[src/rtl/ddr_mon_pkg.sv]
package ddr_mon_pkg;
  typedef enum logic [3:0] {
    CMD_NOP      = 4'd0,
    CMD_DESEL    = 4'd1,
    CMD_ACT      = 4'd2,
    CMD_RD       = 4'd3,
    CMD_RDA      = 4'd4,
    CMD_WR       = 4'd5,
    CMD_WRA      = 4'd6,
    CMD_PRE      = 4'd7,
    CMD_PREA     = 4'd8,
    CMD_BST      = 4'd9,
    CMD_REF      = 4'd10,
    CMD_SRE      = 4'd11,
    CMD_PDN_IDLE = 4'd12,
    CMD_PDN_OPEN = 4'd13,
    CMD_MRS      = 4'd14,
    CMD_WAKE     = 4'd15
  } cmd_e;

  typedef enum logic [2:0] {
    VIO_NONE    = 3'd0,
    VIO_BANK    = 3'd1,
    VIO_LOCK    = 3'd2,
    VIO_MODE    = 3'd3,
    VIO_REFOPEN = 3'd4
  } vio_e;
endpackage

[src/rtl/ddr_cmd_decode.sv]
module ddr_cmd_decode
  import ddr_mon_pkg::*;
#(
  parameter int BA_W = 2
) (
  input  logic            cke_prev_i,
  input  logic            cke_cur_i,
  input  logic            cs_ni,
  input  logic            ras_ni,
  input  logic            cas_ni,
  input  logic            we_ni,
  input  logic            ap_i,
  input  logic [BA_W-1:0] ba_i,
  input  logic            open_any_i,
  output cmd_e            cmd_o,
  output logic [BA_W-1:0] bank_o,
  output logic            tgt_one_o,
  output logic            tgt_all_o
);
  cmd_e pdn_cmd;
  assign pdn_cmd = open_any_i ? CMD_PDN_OPEN : CMD_PDN_IDLE;

  always_comb begin
    cmd_o     = CMD_NOP;
    bank_o    = '0;
    tgt_one_o = 1'b0;
    tgt_all_o = 1'b0;
    if (!cke_prev_i) begin
      cmd_o = cke_cur_i ? CMD_WAKE : CMD_NOP;
    end else if (cs_ni) begin
      cmd_o = cke_cur_i ? CMD_DESEL : pdn_cmd;
    end else begin
      unique case ({ras_ni, cas_ni, we_ni})
        3'b000: begin
          cmd_o = CMD_MRS; bank_o = ba_i; tgt_all_o = 1'b1;
        end
        3'b001: begin
          cmd_o = cke_cur_i ? CMD_REF : CMD_SRE; tgt_all_o = 1'b1;
        end
        3'b010: begin
          if (ap_i) begin
            cmd_o = CMD_PREA; tgt_all_o = 1'b1;
          end else begin
            cmd_o = CMD_PRE; bank_o = ba_i; tgt_one_o = 1'b1;
          end
        end
        3'b011: begin
          cmd_o = CMD_ACT; bank_o = ba_i; tgt_one_o = 1'b1;
        end
        3'b100: begin
          cmd_o = ap_i ? CMD_WRA : CMD_WR; bank_o = ba_i; tgt_one_o = 1'b1;
        end
        3'b101: begin
          cmd_o = ap_i ? CMD_RDA : CMD_RD; bank_o = ba_i; tgt_one_o = 1'b1;
        end
        3'b110: begin
          cmd_o = CMD_BST; bank_o = ba_i; tgt_one_o = 1'b1;
        end
        default: cmd_o = cke_cur_i ? CMD_NOP : pdn_cmd;
      endcase
    end
  end
endmodule

[src/rtl/ddr_bank_tracker.sv]
module ddr_bank_tracker
  import ddr_mon_pkg::*;
#(
  parameter  int BA_W   = 2,
  parameter  int CFG_W  = 4,
  localparam int NB     = 1 << BA_W,
  localparam int LOCK_W = CFG_W + 2
) (
  input  logic             clk_i,
  input  logic             rst_ni,
  input  cmd_e             cmd_i,
  input  logic [BA_W-1:0]  bank_i,
  input  logic             legal_i,
  input  logic [CFG_W-1:0] cfg_bl_half_i,
  input  logic [CFG_W-1:0] cfg_trp_i,
  input  logic [CFG_W-1:0] cfg_twr_i,
  output logic [NB-1:0]    open_o,
  output logic [NB-1:0]    lock_o
);
  logic [LOCK_W-1:0] rd_win, wr_win;

  // counters hold "edges still forbidden", loaded one below the window length
  assign rd_win = LOCK_W'(cfg_bl_half_i) + LOCK_W'(cfg_trp_i) - LOCK_W'(1);
  assign wr_win = LOCK_W'(cfg_bl_half_i) + LOCK_W'(cfg_twr_i) + LOCK_W'(cfg_trp_i);

  for (genvar b = 0; b < NB; b++) begin : g_bank
    logic [LOCK_W-1:0] cnt_q;
    logic              open_q;
    logic              hit;

    assign hit = (bank_i == BA_W'(b));

    always_ff @(posedge clk_i or negedge rst_ni) begin
      if (!rst_ni) begin
        open_q <= 1'b0;
        cnt_q  <= '0;
      end else begin
        if (cnt_q != '0) cnt_q <= cnt_q - LOCK_W'(1);
        if (legal_i) begin
          if (cmd_i == CMD_PREA) begin
            open_q <= 1'b0;
          end else if (hit) begin
            case (cmd_i)
              CMD_ACT: open_q <= 1'b1;
              CMD_PRE: open_q <= 1'b0;
              CMD_RDA: begin open_q <= 1'b0; cnt_q <= rd_win; end
              CMD_WRA: begin open_q <= 1'b0; cnt_q <= wr_win; end
              default: ;
            endcase
          end
        end
      end
    end

    assign open_o[b] = open_q;
    assign lock_o[b] = (cnt_q != '0);
  end
endmodule

[src/rtl/ddr_pre_timer.sv]
module ddr_pre_timer #(
  parameter int CFG_W = 4
) (
  input  logic             clk_i,
  input  logic             rst_ni,
  input  logic             pre_i,
  input  logic [CFG_W-1:0] cfg_trp_i,
  output logic             busy_o
);
  logic [CFG_W-1:0] rem_q;

  always_ff @(posedge clk_i or negedge rst_ni) begin
    if (!rst_ni) begin
      rem_q <= '0;
    end else if (pre_i) begin
      rem_q <= (cfg_trp_i == '0) ? '0 : cfg_trp_i - CFG_W'(1);
    end else if (rem_q != '0) begin
      rem_q <= rem_q - CFG_W'(1);
    end
  end

  assign busy_o = (rem_q != '0);
endmodule

[src/rtl/ddr_cmd_monitor.sv]
module ddr_cmd_monitor
  import ddr_mon_pkg::*;
#(
  parameter int BA_W  = 2,
  parameter int CFG_W = 4
) (
  input  logic             clk_i,
  input  logic             rst_ni,
  input  logic             cke_i,
  input  logic             cs_ni,
  input  logic             ras_ni,
  input  logic             cas_ni,
  input  logic             we_ni,
  input  logic             ap_i,
  input  logic [BA_W-1:0]  ba_i,
  input  logic [CFG_W-1:0] cfg_bl_half_i,
  input  logic [CFG_W-1:0] cfg_trp_i,
  input  logic [CFG_W-1:0] cfg_twr_i,
  output logic [3:0]       cmd_o,
  output logic [BA_W-1:0]  bank_o,
  output logic             viol_o,
  output logic [2:0]       viol_code_o
);
  localparam int NB = 1 << BA_W;

  logic            cke_q;
  cmd_e            dec_cmd;
  logic [BA_W-1:0] dec_bank;
  logic            tgt_one, tgt_all;
  logic [NB-1:0]   open_v, lock_v;
  logic            open_any, pre_busy, legal, pre_evt;
  vio_e            code;

  cmd_e            cmd_q;
  logic [BA_W-1:0] bank_q;
  vio_e            code_q;
  logic            viol_q;

  assign open_any = |open_v;

  ddr_cmd_decode #(.BA_W(BA_W)) u_dec (
    .cke_prev_i (cke_q),
    .cke_cur_i  (cke_i),
    .cs_ni      (cs_ni),
    .ras_ni     (ras_ni),
    .cas_ni     (cas_ni),
    .we_ni      (we_ni),
    .ap_i       (ap_i),
    .ba_i       (ba_i),
    .open_any_i (open_any),
    .cmd_o      (dec_cmd),
    .bank_o     (dec_bank),
    .tgt_one_o  (tgt_one),
    .tgt_all_o  (tgt_all)
  );

  always_comb begin
    code = VIO_NONE;
    if ((tgt_one && lock_v[dec_bank]) || (tgt_all && |lock_v)) begin
      code = VIO_LOCK;
    end else begin
      case (dec_cmd)
        CMD_ACT: if (open_v[dec_bank]) code = VIO_BANK;
        CMD_RD, CMD_RDA, CMD_WR, CMD_WRA, CMD_BST:
          if (!open_v[dec_bank]) code = VIO_BANK;
        CMD_MRS: if (open_any || pre_busy) code = VIO_MODE;
        CMD_REF, CMD_SRE: if (open_any) code = VIO_REFOPEN;
        default: ;
      endcase
    end
  end

  assign legal   = (code == VIO_NONE);
  assign pre_evt = legal && (dec_cmd == CMD_PRE || dec_cmd == CMD_PREA);

  ddr_bank_tracker #(.BA_W(BA_W), .CFG_W(CFG_W)) u_banks (
    .clk_i         (clk_i),
    .rst_ni        (rst_ni),
    .cmd_i         (dec_cmd),
    .bank_i        (dec_bank),
    .legal_i       (legal),
    .cfg_bl_half_i (cfg_bl_half_i),
    .cfg_trp_i     (cfg_trp_i),
    .cfg_twr_i     (cfg_twr_i),
    .open_o        (open_v),
    .lock_o        (lock_v)
  );

  ddr_pre_timer #(.CFG_W(CFG_W)) u_pre (
    .clk_i     (clk_i),
    .rst_ni    (rst_ni),
    .pre_i     (pre_evt),
    .cfg_trp_i (cfg_trp_i),
    .busy_o    (pre_busy)
  );

  always_ff @(posedge clk_i or negedge rst_ni) begin
    if (!rst_ni) begin
      cke_q  <= 1'b1;
      cmd_q  <= CMD_NOP;
      bank_q <= '0;
      code_q <= VIO_NONE;
      viol_q <= 1'b0;
    end else begin
      cke_q  <= cke_i;
      cmd_q  <= dec_cmd;
      bank_q <= dec_bank;
      code_q <= code;
      viol_q <= !legal;
    end
  end

  assign cmd_o       = cmd_q;
  assign bank_o      = bank_q;
  assign viol_o      = viol_q;
  assign viol_code_o = code_q;
endmodule

[config.mk]
export PLATFORM = sky130hd
export DESIGN_NAME = ddr_cmd_monitor
export DESIGN_NICKNAME = d
export VERILOG_FILES = /design/src/rtl/ddr_mon_pkg.sv /design/src/rtl/ddr_cmd_decode.sv /design/src/rtl/ddr_bank_tracker.sv /design/src/rtl/ddr_pre_timer.sv /design/src/rtl/ddr_cmd_monitor.sv
export SDC_FILE = /design/constraint.sdc
export NUM_CORES = 1
export LEC_CHECK = 0
export ABC_CLOCK_PERIOD_IN_PS = 8800
export BUFFER_PORTS_ARGS = -buffer_cell sky130_fd_sc_hd__buf_2
export CELL_PAD_IN_SITES_DETAIL_PLACEMENT = 1
export CELL_PAD_IN_SITES_GLOBAL_PLACEMENT = 2
export CORE_MARGIN = 3
export CORE_UTILIZATION = 30
export CTS_CLUSTER_SIZE = 8
export DETAILED_ROUTE_END_ITERATION = 8
export GPL_TIMING_DRIVEN = 0
export HOLD_SLACK_MARGIN = 0.05
export PLACE_DENSITY = 0.72
export SETUP_SLACK_MARGIN = 0.05
export SYNTH_ARGS = -nofsm -noshare
export SYNTH_HDL_FRONTEND = slang
export SYNTH_SLANG_ARGS = --single-unit
[constraint.sdc]
create_clock -name clk_i -period 8.8 [get_ports clk_i]
set_clock_uncertainty 0.15 [all_clocks]
set_input_delay 0.44 -clock clk_i [delete_from_list [all_inputs] [get_ports clk_i]]
set_output_delay 0.44 -clock clk_i [all_outputs]
set_load 0.005 [all_outputs]
==> flow_metrics.py, run 1 <==
metrics = {
    "sta": {
        "setup_viol": 0,
        "period_share_pct": 36.3,
        "fmax_ghz": 0.313,
        "drv_slew": 0,
        "layout_min_cycle_time_ns": 3.20,
        "relSlewSlack_pct": 31.2,
        "hold_violations": 0,
        "tightest_slew_ns": 1.03,
        "tns_ns": 0,
        "rsz0062_at_grt": "no",
    },
    "critical_path": {
        "crit_start": "cke_q",
        "worst_setup_path_end_kind": "flop",
        "worstPathMaxFanout": 10,
        "path_class": "reg -> reg",
        "reg2reg_from": "cke_q",
        "crit_required_ns": 8.85,
        "critPathSlowestCell": "or4_1",
        "crit_arrival_ns": 3.25,
        "crit_chain": "buf_2 > nor2b_1 > a32oi_1 > o21bai_1 > or4_1 > o311a_2 > and2_4 > buf_12 > nand4_4 > mux2i_1",
        "critPathMaxStageDelay_ns": 0.57,
        "startpoint_type": "flop",
    },
    "clocking": {
        "path_clk_slew_ns": 0.07,
        "numCtsBuffers": 5,
        "cts_setup_buffers": 0,
        "post_cts_resized": 0,
        "hold_buffers": 0,
        "clock_latency_ns": 0.29,
        "tritoncts": "yes",
        "cts.path.max_buffers": 2,
        "root_buffer": "clkbuf_16",
        "htree_levels": 2,
        "clkSinkCount": 43,
    },
    "synthesis": {
        "syn-num-nets": 420,
        "syn_inst": 375,
        "synthFlopType": "dfrtp_1",
        "synth_cell_type_count": 69,
        "synth_seq_cells": 43,
        "netlist_area_um2": 3410,
        "synth-edff-count": 0,
        "async_reset_ff_share_pct": 100,
        "yosysWarnings": 0,
        "syn_avg_cell_area_um2": 9.09,
        "seq_area_frac_synth_pct": 31.6,
    },
    "finish": {
        "layout_common_cells": "dfrtp_1, buf_2, inv_1",
        "final_layout_size_suffix_gt1_share_pct": 18.4,
        "diodes": 0,
        "fillers": 1306,
        "syn_to_final_growth_pct": 14.0,
        "final_nets": 458,
        "fin_util_pct": 35.4,
        "mostFrequentLayoutCell": "dfrtp_1",
    },
    "grt": {
        "grt_usage_pct": 15.1,
        "overflow": 0,
        "antenna_found_initial": 0,
        "grt_max_degree": 44,
        "grt_pass1_wl_um": 15600,
        "grt_pass1_vias": 2963,
    },
    "floorplan": {
        "die-area_um2": 12700,
        "num_rows": 38,
        "num_io_pins": 32,
        "initial_core_util_pct": 31.0,
        "die_w_um": 113,
        "die_h_um": 113,
        "core_area_um2": 11000,
    },
    "detailed_routing": {
        "wl_um": 9260,
        "wire_per_inst_um": 16.7,
        "drc": 0,
        "initialDrtViolationCount": 67,
        "num_vias": 2806,
        "avgViaCountPerCell": 5.06,
        "drt_pass1_iterations": 4,
        "ant_nets": 0,
    },
    "placed_design": {
        "dp_hpwl_um": 7320,
        "place_congestion": 0.763,
        "port_buffers": 31,
    },
    "min_path": {
        "hp-start": "cke_i",
        "min_path_type": "in -> reg",
    },
    "pwr": {
        "leakagePower_nw": 1.77,
        "vdd_drop_max_v": 0.0000741,
        "p_per_area_nw_per_um2": 229,
    },
    "run": {
        "maxCapViolations": 0,
    },
    "status": {
        "status": "complete, no violations",
    },
}
-- critical path: cells and delay by family (launching register included) --
family | cells | cell delay (ns)
multiplexers | 1 | 0.22
AND/OR/NAND/NOR | 4 | 1.07
flip-flops | 1 | 0.51
AO/OA/AOI/OAI | 3 | 0.81
buffers and inverters | 2 | 0.35
-- where the power goes --
group	total, W	internal, W	switching, W
logic	0.000372	0.000173	0.000199
registers	0.000328	0.000272	0.0000567
clock network	0.000191	0.000113	0.0000780
total	0.000891	0.000557	0.000334
-- layout make-up --
cell class,instances,area (µm²),area share (%)
repair buffers,31,155,3.99
well taps,140,175,4.51
plain buffers,12,75.1,1.93
clock inverters,1,5.00,0.129
multi-input cells,290,2140,55.1
flip-flops and latches,43,1080,27.7
clock buffers,7,143,3.67
inverters,30,113,2.90
-- per-layer routing --
metal	part of all wire [%]	vias up	track usage, %
li1	-	1420	-
met1	49	1361	21.0
met2	48	18	25.4
met3	1.6	7	1.94
met4	0.65	0	2.48
met5	0	-	0
-- synthesized netlist by cell type, drive strengths merged (2+ instances only) --
cell / n / area share (%)
a211oi: 3 / 1.2
a21o: 7 / 1.5
a21oi: 27 / 4.1
a2bb2oi: 4 / 1.8
a31oi: 2 / 0.37
and2: 4 / 0.88
and3: 3 / 0.55
buf: 10 / 1.9
clkbuf: 2 / 0.26
dfrtp: 42 / 31
fa: 3 / 1.8
ha: 20 / 7.3
inv: 30 / 3.3
mux2: 3 / 0.99
mux2i: 8 / 2.4
nand2: 30 / 3.4
nand2b: 6 / 1.3
nand3: 6 / 1.0
nand3b: 2 / 0.44
nand4: 6 / 2.6
nor2: 20 / 2.2
nor2b: 4 / 0.73
nor3: 16 / 2.4
nor3b: 8 / 1.8
nor4: 2 / 0.81
nor4b: 2 / 0.51
o21a: 4 / 0.88
o21ai: 33 / 4.8
o21bai: 3 / 0.66
o221ai: 2 / 0.51
o22a: 3 / 0.77
o22ai: 2 / 0.37
o2bb2ai: 4 / 1.0
o31ai: 2 / 0.44
or2: 2 / 0.37
or3: 5 / 0.92
or3b: 2 / 0.51
or4: 3 / 0.66
xnor2: 13 / 3.3
xor2: 13 / 3.3
-- per-stage QoR --
stage | setup WS (ns) | std cells | instance area [µm²] | power (W) | hold WS [ns]
floorplan | 5.92 | 375 | 3410 | 0.000610 | -0.00559
global placement | 5.50 | 546 | 3740 | 0.000688 | 0.369
detailed placement | 5.45 | 546 | 3740 | 0.000710 | 0.373
CTS | 5.59 | 554 | 3880 | 0.000901 | 0.124
global route | 5.40 | 554 | 3880 | 0.000971 | 0.125
finish | 5.60 | 554 | 3880 | 0.000891 | 0.123
-- cells by family after synthesis --
| family | after synthesis | share of synthesized area [%] |
|---|---|---|
| AOI/OAI and AO/OA | 105 | 21.1 |
| adders and majority gates | 23 | 9.11 |
| muxes | 11 | 3.34 |
| buffers and inverters | 42 | 5.51 |
| xor gates and xnor gates | 26 | 6.68 |
| and+or+nand+nor | 125 | 22.6 |
| DFF | 43 | 31.6 |
-- flip-flops by register name (all words and copies together), names as in the netlist --
name and flops:
u_banks.g_bank.cnt_q 24, bank_o 2, u_banks.g_bank.open_q 4, u_pre.rem_q 4, cke_q 1, viol_o 1, cmd_o 4, viol_code_o 3
-- path summary, 6_finish.rpt --
| check | end | slack (ns) | depth (start not counted) |
|---|---|---|---|
| worst min-delay path | cke_q | 0.12 | 1 |
| worst max-delay path | u_banks.g_bank[1].cnt_q[1] | 5.60 | 10 |
| min in group asynchronous | u_banks.g_bank[0].cnt_q[4] | 0.19 | 1 |
| worst min register to register | u_banks.g_bank[2].cnt_q[2] | 0.38 | 2 |
| worst max register to register | u_banks.g_bank[1].cnt_q[1] | 5.60 | 10 |
| max in group asynchronous | u_pre.rem_q[0] | 7.68 | 1 |
No activity file was read; power rests on OpenSTA's default activity.
==> run 2, diff against run 1 <==
- ABC_AREA: not set -> 1
- ABC_CLOCK_PERIOD_IN_PS: 8800 -> 3310
- PLACE_DENSITY: 0.72 -> 0.78
- clock period: 8.8 -> 3.31 ns (I/O delays scaled with it)
==> run 2 against run 1 <==
Against the previous run: sequential share of layout area fell by 3.3 points; register-to-register slack got worse by 5.2 ns; first-iteration DRC count rose by 140%; die area rose by 13%; largest power group unchanged; largest cell class unchanged; cell count rose by 42%; global-route usage rose by 1.9 points; clock power rose to 3.0 times the previous value; worst hold slack improved by 0.0058 ns.
==> flow_metrics.py, run 2 <==
metrics = {
    "status": {
        "status": "complete, no violations",
    },
    "clocking": {
        "htree_levels": 2,
        "tritoncts": "yes",
        "path_clk_slew_ns": 0.07,
        "root_buffer": "clkbuf_16",
        "clock_latency_ns": 0.29,
        "clkSinkCount": 43,
        "cts.path.max_buffers": 2,
        "numCtsBuffers": 5,
    },
    "synthesis": {
        "async_reset_ff_share_pct": 100,
        "syn_avg_cell_area_um2": 6.66,
        "synth_top_area_share_pct": 27.2,
        "ys_top_cells_by_area": "dfrtp_1, nand2_1, nand3_1",
        "netlist_area_um2": 3860,
        "synth-edff-count": 0,
        "syn_inst": 579,
        "synthTopCellsByCount": "nand2_1, inv_1, nand3_1",
        "seq_area_frac_synth_pct": 27.9,
        "yosysTopAreaCell": "dfrtp_1",
        "yosysWarnings": 0,
        "yosysMostFrequentCell": "nand2_1",
        "synth_cell_type_count": 37,
        "synth_seq_cells": 43,
        "synthFlopType": "dfrtp_1",
        "syn-num-nets": 624,
    },
    "sta": {
        "fmax_ghz": 0.339,
        "drv_slew": 0,
        "period_share_pct": 89.2,
        "setup_viol": 0,
        "tightest_slew_ns": 1.04,
        "rsz0062_at_grt": "no",
        "worst_slack_ns": 0.357,
        "relSlewSlack_pct": 30.5,
        "layout_min_cycle_time_ns": 2.95,
        "hold_violations": 0,
        "tns_ns": 0,
    },
    "finish": {
        "mostFrequentLayoutCell": "nand2_1",
        "syn_to_final_growth_pct": 14.2,
        "fillers": 1620,
        "diodes": 0,
        "fin_util_pct": 35.8,
        "stdcell_count": 786,
        "largest-register": "u_banks.g_bank.cnt_q",
        "layout_common_cells": "nand2_1, inv_1, nand3_1",
        "final_layout_size_suffix_gt1_share_pct": 15.5,
        "largest_reg_flops": 24,
        "final_nets": 662,
    },
    "floorplan": {
        "core_area_um2": 12300,
        "num_io_pins": 32,
        "die_h_um": 119,
        "die-area_um2": 14300,
        "initial_core_util_pct": 31.3,
        "num_rows": 40,
        "die_w_um": 119,
    },
    "critical_path": {
        "path_class": "reg -> reg",
        "critPathMaxStageDelay_ns": 0.39,
        "cpLargestDelayFamily": "simple AND/OR/NAND/NOR gates",
        "startpoint_type": "flop",
        "crit_top_cell": "nand2_1",
        "crit_chain": "inv_1 > ha_1 > inv_1 > nor3_1 > nand2_1 > nor2_4 > nand4_1 > nand2_1 > nand2_1 > nand3_2 > nand3_4 > nor2_8 > nand2_4 > inv_4 > buf_6 > nand3_1 > nand2_1",
        "worst_setup_path_end_kind": "flop",
        "worstPathMaxFanout": 10,
        "crit_arrival_ns": 3.03,
        "crit_buf_inv": 4,
        "critPathSlowestCell": "dfrtp_1",
        "crit_required_ns": 3.39,
    },
    "run": {
        "maxCapViolations": 0,
    },
    "grt": {
        "overflow": 0,
        "grt_max_degree": 44,
        "grt_pass1_wl_um": 19900,
        "grt_usage_pct": 17.0,
        "grt_pass1_vias": 4068,
        "antenna_found_initial": 0,
    },
    "pwr": {
        "p_per_area_nw_per_um2": 730,
        "vdd_drop_max_v": 0.000199,
        "leakagePower_nw": 2.34,
        "power.total_w": 0.00321,
    },
    "detailed_routing": {
        "drt_pass1_iterations": 4,
        "avgViaCountPerCell": 4.89,
        "num_vias": 3846,
        "initialDrtViolationCount": 161,
        "ant_nets": 0,
        "wire_per_inst_um": 14.7,
        "drc": 0,
        "wl_um": 11600,
    },
    "placed_design": {
        "dp_slack_ns": 0.117,
        "port_buffers": 29,
        "place_inst": 776,
        "dp_hpwl_um": 9080,
        "place_congestion": 0.808,
    },
    "min_path": {
        "min_path_type": "in -> reg",
    },
}
-- run 2: worst reg2reg max path: cells and delay by family, from the launching register on --
family,cells,cell delay [ns]
AND/OR/NAND/NOR,12,1.69
buffers and inverters,4,0.46
flip-flops,1,0.39
adder cells (fa/ha/maj),1,0.19
-- run 2: routing by layer --
| metal | share of wire, % | up-vias | GRT usage (%) | routed length [µm] |
|---|---|---|---|---|
| met5 | 0 | - | 0 | 0 |
| met4 | 1.3 | 0 | 3.94 | 152 |
| met3 | 1.8 | 10 | 1.52 | 203 |
| met2 | 47 | 37 | 28.9 | 5460 |
| met1 | 50 | 1865 | 23.3 | 5760 |
| li1 | - | 1934 | - | - |
-- run 2: stage by stage --
stage	hold WS [ns]	cell area [µm²]
2_1_floorplan	-0.280	3860
3_3_place_gp	0.157	4210
3_5_place_dp	0.162	4210
4_1_cts	0.115	4400
5_1_grt	0.157	4410
6_report	0.128	4410
-- run 2: cell type report --
type                    instances  area [µm²]  share of cell area, %
plain buffers                   7        60.1                   1.36
clock inverters                 1        30.0                  0.681
flip-flops and latches         43        1080                   24.4
well taps                     168         210                   4.77
clock buffers                   7         133                   3.01
repair buffers                 31         165                   3.75
multi-input cells             445        2410                   54.8
inverters                      84         318                   7.21
-- run 2: worst paths after layout --
check	startpoint	end	slack, ns	depth (start not counted)
max	u_banks.g_bank[1].cnt_q[0]	u_banks.g_bank[3].cnt_q[3]	0.36	17
min	ba_i[0]	bank_o[0]	0.13	3
max reg2reg	u_banks.g_bank[1].cnt_q[0]	u_banks.g_bank[3].cnt_q[3]	0.36	17
min reg2reg	u_banks.g_bank[2].open_q	u_banks.g_bank[2].open_q	0.38	2
max in group asynchronous	rst_ni	u_banks.g_bank[3].cnt_q[4]	1.91	2
min in group asynchronous	rst_ni	u_pre.rem_q[3]	0.46	2
-- run 2: report_power, final --
group          switching [W]  total [W]  internal (W)  leakage, nW
sequential          0.000139   0.000881      0.000743        0.529
combinational        0.00108    0.00176      0.000679         1.73
clock               0.000216   0.000574      0.000358       0.0781
-- run 2: cells by family (layout without fill, tap and decap cells) --
kind of cell,after synthesis,in the layout,synth area share [%]
compound gates,61,61,8.76
xor+xnor,19,19,4.31
fa+ha+maj,23,23,8.04
buf+inv,91,130,9.79
flops,43,43,27.9
simple gates,342,342,41.2
-- run 2: what timing repair did --
action                     in CTS  in global routing
hold buffers                    2                  0
resized for setup               0                  3
setup endpoints to repair       0                 26
hold endpoints to repair       43                  0
buffers inserted                0                  0
==> run 3, diff against run 2 <==
- BUFFER_PORTS_ARGS: -buffer_cell sky130_fd_sc_hd__buf_2 -> not set
- CAP_MARGIN: not set -> 20
- DONT_BUFFER_PORTS: not set -> 1
- PLACE_DENSITY: 0.78 -> not set
- PLACE_DENSITY_LB_ADDON: not set -> 0.1
==> run 3 against run 2 <==
Against the previous run: die area unchanged; clock power is 12% lower; flip-flop and latch count stayed put; highest routed layer unchanged.
==> flow_metrics.py, run 3 (synthesized netlist as in run 2, its figures left out) <==
metrics = {
    "status": {
        "status": "complete, no violations",
    },
    "floorplan": {
        "die-area_um2": 14300,
        "core_area_um2": 12300,
        "die_h_um": 119,
        "num_rows": 40,
        "die_w_um": 119,
        "num_io_pins": 32,
        "initial_core_util_pct": 31.3,
    },
    "finish": {
        "design_area_um2": 4320,
        "layout_common_cells": "nand2_1, inv_1, nand3_1",
        "final_nets": 640,
        "regArea_um2": 1080,
        "syn_to_final_growth_pct": 11.9,
        "largest_reg_flops": 24,
        "mostFrequentLayoutCell": "nand2_1",
        "final_layout_size_suffix_gt1_share_pct": 11.4,
        "multiInputGateArea_um2": 2410,
        "diodes": 0,
        "stdcell_count": 764,
        "largest-register": "u_banks.g_bank.cnt_q",
        "fillers": 1611,
    },
    "detailed_routing": {
        "drt_pass1_iterations": 4,
        "wl_um": 11900,
        "wire_per_inst_um": 15.6,
        "num_vias": 3742,
        "avgViaCountPerCell": 4.90,
        "initialDrtViolationCount": 144,
        "ant_nets": 0,
        "drc": 0,
    },
    "sta": {
        "tightest_slew_ns": 0.691,
        "period_share_pct": 89.0,
        "fmax_ghz": 0.340,
        "setup_viol": 0,
        "relSlewSlack_pct": 53.7,
        "drv_slew": 0,
        "rsz0062_at_grt": "no",
        "tns_ns": 0,
        "hold_violations": 0,
        "layout_min_cycle_time_ns": 2.94,
    },
    "placed_design": {
        "place_congestion": 0.784,
        "dp_hpwl_um": 9300,
        "postPlaceCellArea_um2": 4070,
        "place_inst": 747,
        "port_buffers": 0,
    },
    "clocking": {
        "clkSinkCount": 43,
        "path_clk_slew_ns": 0.06,
        "root_buffer": "clkbuf_16",
        "cts_setup_buffers": 0,
        "numCtsBuffers": 5,
        "htree_levels": 2,
        "cts.path.max_buffers": 2,
        "tritoncts": "yes",
        "clock_latency_ns": 0.30,
    },
    "critical_path": {
        "path_class": "reg -> reg",
        "crit_required_ns": 3.39,
        "crit_arrival_ns": 3.03,
        "worstPathMaxFanout": 10,
        "startpoint_type": "flop",
        "worst_setup_path_end_kind": "flop",
    },
    "grt": {
        "grt_usage_pct": 17.6,
        "overflow": 0,
        "grt_pass1_vias": 3965,
        "grt_pass1_wl_um": 20300,
        "grt_max_degree": 44,
        "antenna_found_initial": 0,
    },
    "min_path": {
        "min_path_type": "in -> reg",
    },
    "pwr": {
        "leakagePower_nw": 2.24,
        "vdd_drop_max_v": 0.000232,
        "p_per_area_nw_per_um2": 720,
    },
    "run": {
        "maxCapViolations": 0,
    },
}
[run 3: what timing repair did]
item / 4_1_cts / 5_1_grt
setup endpoints to repair: 0 / 25
resized for setup: 0 / 2
hold buffers: 9 / 0
hold endpoints to repair: 51 / 0
[run 3: power breakdown]
part | switching (W) | total [W] | internal [W]
registers | 0.000147 | 0.000890 | 0.000743
clock network | 0.000226 | 0.000506 | 0.000280
logic | 0.00105 | 0.00171 | 0.000667
total | 0.00142 | 0.00311 | 0.00169
[run 3: routing by layer]
| layer | vias to the layer above | global-route usage [%] | wire, µm |
|---|---|---|---|
| met5 | - | 0 | 0 |
| met1 | 1786 | 24.4 | 5770 |
| met2 | 53 | 29.1 | 5560 |
| li1 | 1896 | - | - |
| met3 | 7 | 3.37 | 456 |
| met4 | 0 | 3.01 | 91 |
[run 3: through the flow]
stage,setup slack [ns],utilization [%],total power (W),hold slack (ns)
after floorplan,0.855,-,0.00222,-0.280
after global placement,0.231,33.0,0.00253,-0.279
after detailed placement,0.247,33.0,0.00260,-0.279
after CTS,0.199,35.0,0.00315,0.0529
after global routing,0.0817,35.1,0.00349,0.106
final,0.365,35.1,0.00311,0.0620
[run 3: layout make-up]
class	instances	area share [%]
multi-input combinational	445	55.8
sequential	43	24.9
inverter	84	7.36
tap	168	4.87
clock buffer	7	3.07
timing repair buffer	9	2.49
buffer	7	1.39
clock inverter	1	0.116
[run 3: final timing paths]
kind | from | end | slack, ns | cells after the start
worst max-delay path | u_banks.g_bank[2].cnt_q[0] | u_banks.g_bank[2].cnt_q[3] | 0.37 | 13
worst min-delay path | cfg_trp_i[2] | u_pre.rem_q[1] | 0.06 | 4
worst max register to register | u_banks.g_bank[2].cnt_q[0] | u_banks.g_bank[2].cnt_q[3] | 0.37 | 13
worst min register to register | u_banks.g_bank[2].open_q | u_banks.g_bank[2].open_q | 0.37 | 2
max in group asynchronous | rst_ni | cke_q | 2.51 | 2
min in group asynchronous | rst_ni | u_pre.rem_q[0] | 0.23 | 2
[run 3: critical path, stage by stage, from the launching register on]
cell	delay, ns
dfrtp_1	0.36
inv_1	0.14
ha_1	0.21
nand2_1	0.09
nor2_1	0.55
nand4_1	0.19
nand2_1	0.19
nand3_4	0.12
nor2_8	0.19
nand2_4	0.17
inv_4	0.15
buf_6	0.16
nand3_1	0.10
nand2_1	0.10
